===== src/rtl/lfb_pkg.sv =====
package lfb_pkg;
  localparam int LINE_WORDS = 4;

  typedef struct packed {
    logic       capMiss;   // latch pending line address
    logic       loadNow;   // open new line directly from the miss
    logic       loadPend;  // open pending line after writeback
    logic       fillEn;    // write fill longword
    logic       wbEn;      // writeback cycle active
    logic [1:0] wbWord;    // longword being copied
    logic       bufUse;    // buffer contents may hit
  } lfbStrobes_t;
endpackage


===== src/rtl/lfb_datapath.sv =====
module lfb_datapath
  import lfb_pkg::*;
#(
  parameter int ADDR_W = 32,
  parameter int DATA_W = 32,
  parameter int IDX_W  = 7
) (
  input  logic                clk,
  input  logic                rstN,
  input  lfbStrobes_t         st,
  input  logic [ADDR_W-5:0]   missLine,
  input  logic [1:0]          fillWord,
  input  logic [DATA_W-1:0]   fillData,
  input  logic                lookupValid,
  input  logic [ADDR_W-3:0]   lookupAddr,
  output logic                allValid,
  output logic                idxConflict,
  output logic                hitValid,
  output logic [DATA_W-1:0]   hitData,
  output logic [ADDR_W-1:0]   arrWrAddr,
  output logic [DATA_W-1:0]   arrWrData
);
  localparam int LINE_W = ADDR_W - 4;

  logic [LINE_W-1:0]     lineAddr;
  logic [LINE_W-1:0]     pendLine;
  logic [LINE_WORDS-1:0] valid;
  logic [DATA_W-1:0]     words [LINE_WORDS];

  logic [LINE_W-1:0] lookupLine;
  logic [1:0]        lookupWord;
  logic              lineMatch;

  assign lookupLine  = lookupAddr[ADDR_W-3:2];
  assign lookupWord  = lookupAddr[1:0];
  assign lineMatch   = (lookupLine == lineAddr);
  assign idxConflict = (lookupLine[IDX_W-1:0] == lineAddr[IDX_W-1:0]) && !lineMatch;
  assign allValid    = &valid;

  assign hitValid = lookupValid && st.bufUse && lineMatch && valid[lookupWord];
  assign hitData  = words[lookupWord];

  assign arrWrAddr = {lineAddr, st.wbWord, 2'b00};
  assign arrWrData = st.wbEn ? words[st.wbWord] : '0;

  always_ff @(posedge clk) begin
    if (!rstN) begin
      lineAddr <= '0;
      pendLine <= '0;
      valid    <= '0;
    end else begin
      if (st.capMiss) pendLine <= missLine;
      if (st.loadNow) begin
        lineAddr <= missLine;
        valid    <= '0;
      end else if (st.loadPend) begin
        lineAddr <= pendLine;
        valid    <= '0;
      end else if (st.fillEn) begin
        valid[fillWord] <= 1'b1;
      end
    end
  end

  for (genvar i = 0; i < LINE_WORDS; i++) begin : g_word
    always_ff @(posedge clk) begin
      if (st.fillEn && (fillWord == 2'(i))) words[i] <= fillData;
    end
  end
endmodule


===== src/rtl/lfb_ctrl.sv =====
module lfb_ctrl
  import lfb_pkg::*;
(
  input  logic        clk,
  input  logic        rstN,
  input  logic        missValid,
  input  logic        missCacheable,
  input  logic        lockFreeze,
  input  logic        bufNcEn,
  input  logic        fillValid,
  input  logic        lookupValid,
  input  logic        allValid,
  input  logic        idxConflict,
  output lfbStrobes_t st,
  output logic        ready
);
  logic       wbActive;
  logic [1:0] wbCnt;
  logic       pendCach, pendUse;
  logic       lineCach, lineUse, mru;

  logic missTake, doWb, lastWb;

  assign missTake = missValid && !wbActive;
  assign doWb     = missTake && allValid && mru && lineCach && !lockFreeze;
  assign lastWb   = wbActive && (wbCnt == 2'd3);
  assign ready    = !wbActive;

  always_comb begin
    st.capMiss  = missTake;
    st.loadNow  = missTake && !doWb;
    st.loadPend = lastWb;
    st.fillEn   = fillValid && !wbActive && !missValid && lineUse;
    st.wbEn     = wbActive;
    st.wbWord   = wbCnt;
    st.bufUse   = lineUse;
  end

  always_ff @(posedge clk) begin
    if (!rstN) begin
      wbActive <= 1'b0;
      wbCnt    <= 2'd0;
      pendCach <= 1'b0;
      pendUse  <= 1'b0;
      lineCach <= 1'b0;
      lineUse  <= 1'b0;
      mru      <= 1'b0;
    end else begin
      if (doWb) begin
        wbActive <= 1'b1;
        wbCnt    <= 2'd0;
      end else if (wbActive) begin
        wbCnt <= wbCnt + 2'd1;
        if (lastWb) wbActive <= 1'b0;
      end

      if (missTake) begin
        pendCach <= missCacheable;
        pendUse  <= missCacheable || bufNcEn;
      end

      if (st.loadNow) begin
        lineCach <= missCacheable;
        lineUse  <= missCacheable || bufNcEn;
        mru      <= missCacheable;
      end else if (lastWb) begin
        lineCach <= pendCach;
        lineUse  <= pendUse;
        mru      <= pendCach;
      end else if (lookupValid && idxConflict && !wbActive) begin
        mru <= 1'b0;
      end
    end
  end
endmodule


===== src/rtl/line_fill_buffer.sv =====
module line_fill_buffer
  import lfb_pkg::*;
#(
  parameter int ADDR_W = 32,
  parameter int DATA_W = 32,
  parameter int SETS   = 128
) (
  input  logic              clk,
  input  logic              rstN,
  input  logic              missValid,
  input  logic [ADDR_W-5:0] missLine,
  input  logic              missCacheable,
  input  logic              lockFreeze,
  input  logic              bufNcEn,
  input  logic              fillValid,
  input  logic [1:0]        fillWord,
  input  logic [DATA_W-1:0] fillData,
  output logic              ready,
  input  logic              lookupValid,
  input  logic [ADDR_W-3:0] lookupAddr,
  output logic              hitValid,
  output logic [DATA_W-1:0] hitData,
  output logic              arrWrEn,
  output logic [ADDR_W-1:0] arrWrAddr,
  output logic [DATA_W-1:0] arrWrData
);
  localparam int IDX_W = (SETS > 1) ? $clog2(SETS) : 1;

  lfbStrobes_t st;
  logic        allValid, idxConflict;

  lfb_ctrl u_ctrl (
    .clk          (clk),
    .rstN         (rstN),
    .missValid    (missValid),
    .missCacheable(missCacheable),
    .lockFreeze   (lockFreeze),
    .bufNcEn      (bufNcEn),
    .fillValid    (fillValid),
    .lookupValid  (lookupValid),
    .allValid     (allValid),
    .idxConflict  (idxConflict),
    .st           (st),
    .ready        (ready)
  );

  lfb_datapath #(.ADDR_W(ADDR_W), .DATA_W(DATA_W), .IDX_W(IDX_W)) u_dp (
    .clk        (clk),
    .rstN       (rstN),
    .st         (st),
    .missLine   (missLine),
    .fillWord   (fillWord),
    .fillData   (fillData),
    .lookupValid(lookupValid),
    .lookupAddr (lookupAddr),
    .allValid   (allValid),
    .idxConflict(idxConflict),
    .hitValid   (hitValid),
    .hitData    (hitData),
    .arrWrAddr  (arrWrAddr),
    .arrWrData  (arrWrData)
  );

  assign arrWrEn = st.wbEn;
endmodule


===== config.mk =====
export PLATFORM = sky130hd
export DESIGN_NAME = line_fill_buffer
export DESIGN_NICKNAME = d
export VERILOG_FILES = /design/src/rtl/lfb_pkg.sv /design/src/rtl/lfb_datapath.sv /design/src/rtl/lfb_ctrl.sv /design/src/rtl/line_fill_buffer.sv
export SDC_FILE = /design/constraint.sdc
export NUM_CORES = 1
export LEC_CHECK = 0
export BUFFER_PORTS_ARGS = -buffer_cell sky130_fd_sc_hd__buf_2
export CAP_MARGIN = 25
export CORE_ASPECT_RATIO = 0.5
export CORE_UTILIZATION = 50
export CTS_CLUSTER_SIZE = 24
export DETAILED_ROUTE_END_ITERATION = 7
export GPL_TIMING_DRIVEN = 0
export PLACE_DENSITY_LB_ADDON = 0.25
export SKIP_CTS_REPAIR_TIMING = 1
export SYNTH_ARGS = -nofsm -noshare
export SYNTH_HDL_FRONTEND = slang
export SYNTH_SLANG_ARGS = --single-unit

===== constraint.sdc =====
create_clock -name clk -period 6.27 [get_ports clk]
set_input_delay 1.254 -clock clk [delete_from_list [all_inputs] [get_ports clk]]
set_output_delay 1.254 -clock clk [all_outputs]
set_load 0.02 [all_outputs]

# --- Yosys cells after proc, flatten, opt, wreduce, memory -nomap -nowiden ---
# Memory sizes are Yosys's and may differ from the RTL's. A register that Yosys moved wholly into a read port is not among the register bits.
# Index checks and enable logic that the tools add are counted.
totals:
  mem_count: 1
  out_inout_bits: 99
  word_cells: 95
  mem_bits_rw: 128
  in_bits: 100
  register_bits: 68
memory_table:
  columns: ["name", "depth", "width", "read_ports", "rd_ports_with_merged_regs", "wr", "line", "rtl"]
  rows:
  - ["u_dp.words", 4, 32, 2, 1, 1, "lfb_datapath.sv:28", "logic [DATA_W-1:0] words [LINE_WORDS];"]
op_classes:
  reduce_logical: 36
  eq_ne: 6
  n_lt_le_gt_ge: 3
  mux: 36
  bitwise: 2
  add_sub_neg: 1
ops:
  columns: ["cell", "n"]
  rows:
  - ["32-bit two-way mux", 4]
  - ["32-bit OR reduction", 3]
  - ["28-bit two-way mux", 2]
  - ["28-bit equality test", 1]
  - ["1-bit two-way mux", 23]
  - ["1-bit logical AND", 21]
  - ["2-bit two-way mux", 5]
  - ["7-bit equality test", 1]
  - ["2-bit equality test (second input constant)", 3]
  - ["2-bit by 3-bit < comparator with 1-bit output (second input constant)", 2]
  - ["1-bit logical NOT", 5]
  - ["4-bit OR", 1]
  - ["4-bit AND reduction", 1]
  - ["3-bit nonzero test", 1]
  - ["3-bit OR reduction", 1]
  - ["2-bit by 1-bit adder with 2-bit output (second input constant)", 1]
  - ["1-bit binary-select mux with 2-bit select", 1]
  - ["1-bit demux with 2-bit select", 1]
  - ["2-bit by 1-bit equality test with 1-bit output (second input constant)", 1]
  - ["2-bit by 1-bit greater-or-equal comparator with 1-bit output (second input constant)", 1]
  - ["2-bit logical NOT", 1]
  - ["2-bit nonzero test", 1]
  - ["2-bit OR reduction", 1]
  - ["1-bit logical OR", 1]
  - ["1-bit NOT", 1]

# --- Longest topological paths before layout ---
# Gate-level depths: netlist of the first run.
logic_depth:
  depth_word: 11
  ltp_mapped: 6
  mapped_depth_nobuf: 5

# --- Modules after synthesis ---
# Synthesis of the first run repeated with hierarchy kept, for this count alone.
unflattened:
  hier_cells: 595
  hier_area_um2: 9062.4
modules_own_cells:
  columns: ["module", "seq_area_each_um2", "area_per_inst_um2", "n_inst", "cells_each"]
  rows:
  - ["lfb_datapath", 5044.8, 8603.3, 1, 547]
  - ["lfb_ctrl", 160.2, 459.2, 1, 48]

# --- Worst setup path after synthesis of the first run ---
# OpenSTA, ideal clock, no wires.
synth_path:
  path_type: "input to register"
  startpoint: "in fillValid"
  endpoint: "mem u_dp.words[0][0], enable pin"
  arrival_ns: 4.139
  n_path_buf: 0
  required_ns: 5.799
  setup_ns: 0.471
  path_slack_ns: 1.660
  path_stages: 2
  path_cell_list: "nor4bb_1 -> nor3b_1"
synth_between:
  elab_chain_len: 10
  elab_cells_between_ends: 24
  cone_classes: "mux (14); reduce/logical (10)"
synth_rtl:
  columns: ["element", "line", "rtl"]
  rows:
  - ["start: declaration", "line_fill_buffer.sv:15", "input logic fillValid,"]
  - ["1-bit logical AND * (3 in series)", "lfb_ctrl.sv:33", "st.fillEn = fillValid && !wbActive && !missValid && lineUse;"]
  - ["1-bit logical AND", "lfb_datapath.sv:67", "if (st.fillEn && (fillWord == 2'(i))) words[i] <= fillData;"]
  - ["1-bit two-way mux", "lfb_datapath.sv:67", null]
  - ["1-bit two-way mux (implied by the code)", "lfb_datapath.sv:67", null]
  - ["32-bit OR reduction (no line)", null, null]
  - ["2-bit two-way mux (no line) / 1-bit two-way mux (equally long branches) (3 in series)", null, null]
  - ["end: declaration", "lfb_datapath.sv:28", null]
# Every way passes the cells marked *; elsewhere a longest branch is shown, timed or not.

# --- Worst setup path after layout of the first run ---
layout_path:
  startpoint: "in lookupAddr[15]"
  endpoint: "out hitValid"
layout_between:
  elab_chain_len: 3
layout_rtl:
  columns: ["element", "line", "rtl"]
  rows:
  - ["start: declaration", "line_fill_buffer.sv:20", "input logic [ADDR_W-3:0] lookupAddr,"]
  - ["28-bit equality test", "lfb_datapath.sv:36", "assign lineMatch = (lookupLine == lineAddr);"]
  - ["1-bit logical AND (2 in series)", "lfb_datapath.sv:40", "assign hitValid = lookupValid && st.bufUse && lineMatch && valid[lookupWord];"]
  - ["end: declaration", "line_fill_buffer.sv:21", "output logic hitValid,"]
# Every way passes these cells.

==> impl_metrics.tcl, run 1 <==
set metrics [dict create \
    status "finished, final reports clean" \
    drt_iter0_drc 318 \
    final_util 0.639 \
    wire_per_inst_um 19.5 \
    crit_arrival_ps 3090 \
    row_count 33 \
    core_um2 16800 \
    grt_pass1_wl_um 32300 \
    worst_pin_slew_ps 905 \
    nets 947 \
    intPower_mw 2.09 \
    worstSetupPathType "in -> out" \
    vias 6138 \
    crit_required_ps 5020 \
    yosysUniqueCellTypes 43 \
    cts_tree "built" \
    grt_pass1_vias 6035 \
    synth_seq_cells 198 \
    h-tree-depth 4 \
    worst_hold_path_type "reg -> reg" \
    clock_skew_ps 12.6 \
    yosysWarnings 0 \
    p_seq_frac 0.520 \
    grtUsageTotal 0.237 \
    die_w_um 190 \
    first_pass_iters 5 \
    final_layout_size_suffix_gt1_frac 0.374 \
    synthCells 628 \
    combPwrFrac 0.085 \
    multi_input_area_um2 3380 \
    numCtsBuffers 17 \
    crit_path_max_fanout 2 \
    async_flop_share 0 \
    top_level_ports 199 \
    fillCellCount 1300 \
    reg2reg_depth 4 \
    irDropWorstVdd_uv 191 \
    place_congestion 0.800 \
    yosysSeqAreaShare 0.592 \
    synth-edff-count 128 \
    whs_path_depth 2 \
    yosysTopAreaCell "edfxtp_1" \
    path_clk_slew_ps 80 \
    path_cells "buf_2, xor2_1, nor4_1, nand4_1, nor3_1, and4_1, buf_2" \
    critical_path_cell_count 7 \
    ant_nets 0 \
    crit_path_frequent_cell "buf_2" \
    crit_slowest_cell "nor4_1" \
    maxCapViolCount 0 \
    die_h_um 96.1 \
    min_period_over_period 0.693 \
    fmax_mhz 230 \
    dpl.hpwl_um 14900 \
    period_needed_ps 4340 \
    diodes 0 \
    maxSlewViolCount 0 \
    numPortBuffers 194 \
    clockBufferDepth 2 \
    yosysMostFrequentCell "edfxtp_1" \
    endpoint_kind "output port" \
    hold_violations 0 \
    antenna_found_initial 1 \
    gr-total-overflow 0 \
    syn_avg_cell_area_um2 14.1 \
    tns_ps 0 \
    path_buf_inv 2 \
    syn_to_final_growth_pct 21.6 \
    design.die.area_um2 18300 \
    critPathTopFamily "simple AND/OR/NAND/NOR gates" \
    p_per_area_nw_per_um2 257 \
    ctsRootBufferMaster "clkbuf_16" \
    synthTopCellsByCount "128 x edfxtp_1, 91 x nand2_1, 70 x dfxtp_1, 65 x mux4_2, 59 x nand3_1" \
    p_clk_frac 0.395 \
    setup.worst_path.start_class "input port" \
    switching_power_mw 0.683 \
    max_stage_delay_ps 580 \
    clkLatencyLatePin_ps 430 \
    yosysTopAreaCellShare 0.434 \
    drc 0 \
    final-setup-viol-count 0 \
    syn_area_um2 8860 \
    synthTopCellsByArea "edfxtp_1 43%, mux4_2 17%, dfxtp_1 16%" \
    rsz0062_at_grt "false" \
    synthFlopType "edfxtp_1" \
    viasPerCell 5.65 \
    start_util 0.526 \
    maxSlewHeadroom 0.396 \
    wirelength_um 21200 \
    sw_frac_of_total 0.247 \
    regArea_um2 5250 \
    grt_max_degree 34 \
    p_leak_nw 4.35 \
    numClockSinks 198 \
]
## tightest hold or removal path, cell delays in order, from the launching register on
cell and delay [ps]:
dfxtp_1 310, nand2_1 50, a21boi_1 50
## placed cells by master, fill, tap and decap left out, types with 4 or more instances in the layout
cell type and instances:
a21boi_1 29, nor2_1 4, mux4_2 65, and2_1 33, clkbuf_16 17, nand3_1 59, xor2_1 23, xnor2_1 6
nor4_1 4, dfxtp_1 70, o21a_1 4, inv_6 6, clkbuf_1 29, nand2_1 91, buf_2 205, o211a_1 28
buf_4 4, edfxtp_1 128, buf_6 4, buf_1 6
## area by class of cell
cell class / instances / share of cell area
Buffer: 52 / 0.0224
Clock buffer: 17 / 0.0395
Clock inverter: 15 / 0.0149
Inverter: 2 / 0.000697
Multi-Input combinational cell: 377 / 0.314
Sequential cell: 198 / 0.487
Tap cell: 227 / 0.0264
Timing Repair Buffer: 198 / 0.0951
## worst paths after layout
check	from	to	slack, ps
worst max-delay path	lookupAddr[15]	hitValid	1930
worst min-delay path	u_dp.pendLine[12]	u_dp.pendLine[12]	450
worst max register to register	u_ctrl.wbActive	u_dp.words[0][10]	3960
worst min register to register	u_dp.pendLine[12]	u_dp.pendLine[12]	450
## kinds of logic (layout without fill, tap and decap cells)
kind of cell | count (synthesis) | in the layout | synth area share
simple gates | 212 | 212 | 0.118
flops | 198 | 198 | 0.592
compound gates | 67 | 67 | 0.0644
mux | 66 | 66 | 0.166
buf+inv | 54 | 284 | 0.0281
xor+xnor | 29 | 29 | 0.0287
fa+ha+maj | 1 | 1 | 0.00141
other cells | 1 | 2 | 0.000423
## stage by stage
step	hold slack (ps)	cells	setup WS, ps	power, mW	area, um2
2_1_floorplan	435	629	1660	1.61	8860
3_3_place_gp	440	1050	-577	1.70	10100
3_5_place_dp	446	1054	1930	1.71	10200
4_1_cts	456	1086	1930	2.79	10800
5_1_grt	472	1086	1820	2.86	10800
6_report	454	1086	1930	2.77	10800
## state kept, by name, indices dropped and copies added (netlist names), 2 cells and up, named ones only
name,flops
u_ctrl.wbCnt,2
u_dp.words,128
u_dp.lineAddr,28
u_dp.valid,4
u_dp.pendLine,28
## power by group through the flow
stage	Sequential, mW	Clock [mW]	Combinational, mW
floorplan	1.48	0	0.125
global placement	1.47	0	0.229
detailed placement	1.47	0	0.235
CTS	1.44	1.11	0.236
global route	1.44	1.16	0.256
finish	1.44	1.10	0.234
## per-layer routing
metal,part of all wire,routed length (um),up-vias,GRT usage
li1,-,-,2822,-
met1,0.43,9010,3072,0.302
met2,0.50,10700,219,0.419
met3,0.060,1270,23,0.0514
met4,0.011,240,2,0.0600
met5,0.00047,10,-,0
No activity file was read; power rests on OpenSTA's default activity.
==> inputs of run 2 (changes only) <==
Settings changed: ABC_AREA set to 1.
Clock period 6.27 ns to 4.1 ns, I/O delays scaled along.
==> impl_metrics.tcl, run 2 <==
set metrics [dict create \
    status "finished, final reports clean" \
    period_needed_ps 3360 \
    synthTopCellsByCount "221 x nor2_1, 198 x o21ai_0, 128 x edfxtp_1, 109 x nand2_1, 70 x dfxtp_1" \
    synthCells 1016 \
    yosysTopAreaCell "edfxtp_1" \
    place_inst 1458 \
    multi_input_area_um2 3270 \
    crit_required_ps 3280 \
    clockBufferDepth 2 \
    nets 1344 \
    core_um2 17500 \
    top_level_ports 199 \
    syn_area_um2 9010 \
    syn_to_final_growth_pct 22.4 \
    synth_seq_cells 198 \
    regArea_um2 5250 \
    setup.worst_path.start_class "input port" \
    grt_pass1_wl_um 41600 \
    drc 0 \
    synthTopCellsByArea "edfxtp_1 43%, dfxtp_1 16%, o21ai_0 11%" \
    numPortBuffers 195 \
    min_period_over_period 0.819 \
    syn_avg_cell_area_um2 8.87 \
    wire_per_inst_um 18.0 \
    async_flop_share 0 \
    clkLatencyLatePin_ps 430 \
    yosysTopAreaCellShare 0.427 \
    maxCapViolCount 0 \
    yosysMostFrequentCell "nor2_1" \
    largest-register "u_dp.words" \
    start_util 0.515 \
    yosysWarnings 0 \
    diodes 0 \
    die_h_um 96.9 \
    synth-edff-count 128 \
    final_common_cell "nor2_1" \
    clock_skew_ps 11.9 \
    h-tree-depth 4 \
    path_clk_slew_ps 60 \
    maxSlewViolCount 0 \
    p_per_area_nw_per_um2 391 \
    viasPerCell 5.65 \
    numClockSinks 198 \
    worstSetupPathType "in -> out" \
    reg_top3 "u_dp.words (128), u_dp.lineAddr (28), u_dp.pendLine (28)" \
    hold_violations 0 \
    final_layout_size_suffix_gt1_frac 0.211 \
    first_pass_iters 7 \
    maxSlewHeadroom 0.369 \
    yosysUniqueCellTypes 36 \
    fmax_mhz 298 \
    synthFlopType "edfxtp_1" \
    mostFrequentLayoutCells "221 x nor2_1, 200 x buf_2, 198 x o21ai_0" \
    yosysSeqAreaShare 0.582 \
    rsz0062_at_grt "false" \
    vias 8407 \
    p_leak_nw 4.43 \
    fillCellCount 1471 \
    place_congestion 0.894 \
    antenna_found_initial 0 \
    numCtsBuffers 17 \
    design.die.area_um2 18600 \
    drt_iter0_drc 732 \
    grt_pass1_vias 8153 \
    worst_pin_slew_ps 942 \
    crit_path_max_fanout 10 \
    ant_nets 0 \
    die_w_um 192 \
    crit_arrival_ps 2540 \
    row_count 34 \
    grt_max_degree 19 \
    endpoint_kind "output port" \
    fin_cells 1489 \
    grtUsageTotal 0.290 \
    final-setup-viol-count 0 \
    irDropWorstVdd_uv 290 \
    gr-total-overflow 0 \
    ctsRootBufferMaster "clkbuf_16" \
    wirelength_um 26800 \
    power_mw 4.31 \
    cts_tree "built" \
    dpl.hpwl_um 19000 \
    largest_reg_flops 128 \
    worst_hold_path_type "reg -> reg" \
]
-- run 2: through the flow --
step                worst slack (ps)  setup TNS [ps]  area (um2)  hold slack, ps   util
CTS                              764               0       11000             453  0.630
finish                           742               0       11000             456  0.630
detailed placement               773               0       10400             442  0.597
global route                     619               0       11000             476  0.630
floorplan                        217               0        9010             425      -
global placement               -2000         -243160       10300             434  0.588
-- run 2: final timing paths --
path | startpoint | to | slack (ps) | cells after the start
max | lookupAddr[0] | hitData[14] | 740 | 7
min | u_ctrl.lineCach | u_ctrl.lineCach | 460 | 2
max reg2reg | u_ctrl.wbActive | u_dp.words[3][20] | 1470 | 6
min reg2reg | u_ctrl.lineCach | u_ctrl.lineCach | 460 | 2
-- run 2: final cells by class --
type                       instances  share of cell area
inverter                          57              0.0196
clock inverter                    14              0.0150
multi-input combinational        694               0.297
timing repair buffer             207               0.100
buffer                            68              0.0272
sequential                       198               0.476
tap                              234              0.0266
clock buffer                      17              0.0386
-- run 2: power by group --
part | total [mW] | leakage, nW | switching (mW) | internal [mW]
Clock | 1.69 | 0.285 | 0.779 | 0.916
Combinational | 0.415 | 2.42 | 0.270 | 0.145
Sequential | 2.20 | 1.73 | 0.0314 | 2.17
-- run 2: cell families (layout without fill, tap and decap cells) --
| logic type | count (synthesis) | count (layout) | synth area share |
|---|---|---|---|
| XOR/XNOR | 19 | 19 | 0.0185 |
| flip-flops | 198 | 198 | 0.582 |
| AO/OA/AOI/OAI | 313 | 313 | 0.181 |
| AND/OR/NAND/NOR | 359 | 359 | 0.159 |
| buffers and inverters | 125 | 363 | 0.0574 |
| adder cells (fa/ha/maj) | 1 | 1 | 0.00139 |
| other | 1 | 2 | 0.000416 |
-- run 2: worst max-delay path, stage by stage --
cell and delay [ps]:
buf_2 130, inv_1 80, clkbuf_1 410, clkbuf_1 520, nor2_1 90, o22ai_1 260, buf_2 210
-- run 2: layer usage --
layer / track usage / part of all wire / up-vias / wire length [um]
met1: 0.381 / 0.41 / 3970 / 11000
met4: 0.101 / 0.017 / 0 / 467
met3: 0.0537 / 0.091 / 47 / 2430
li1: - / - / 3921 / -
met2: 0.480 / 0.48 / 469 / 12800
met5: 0 / 0 / - / 0
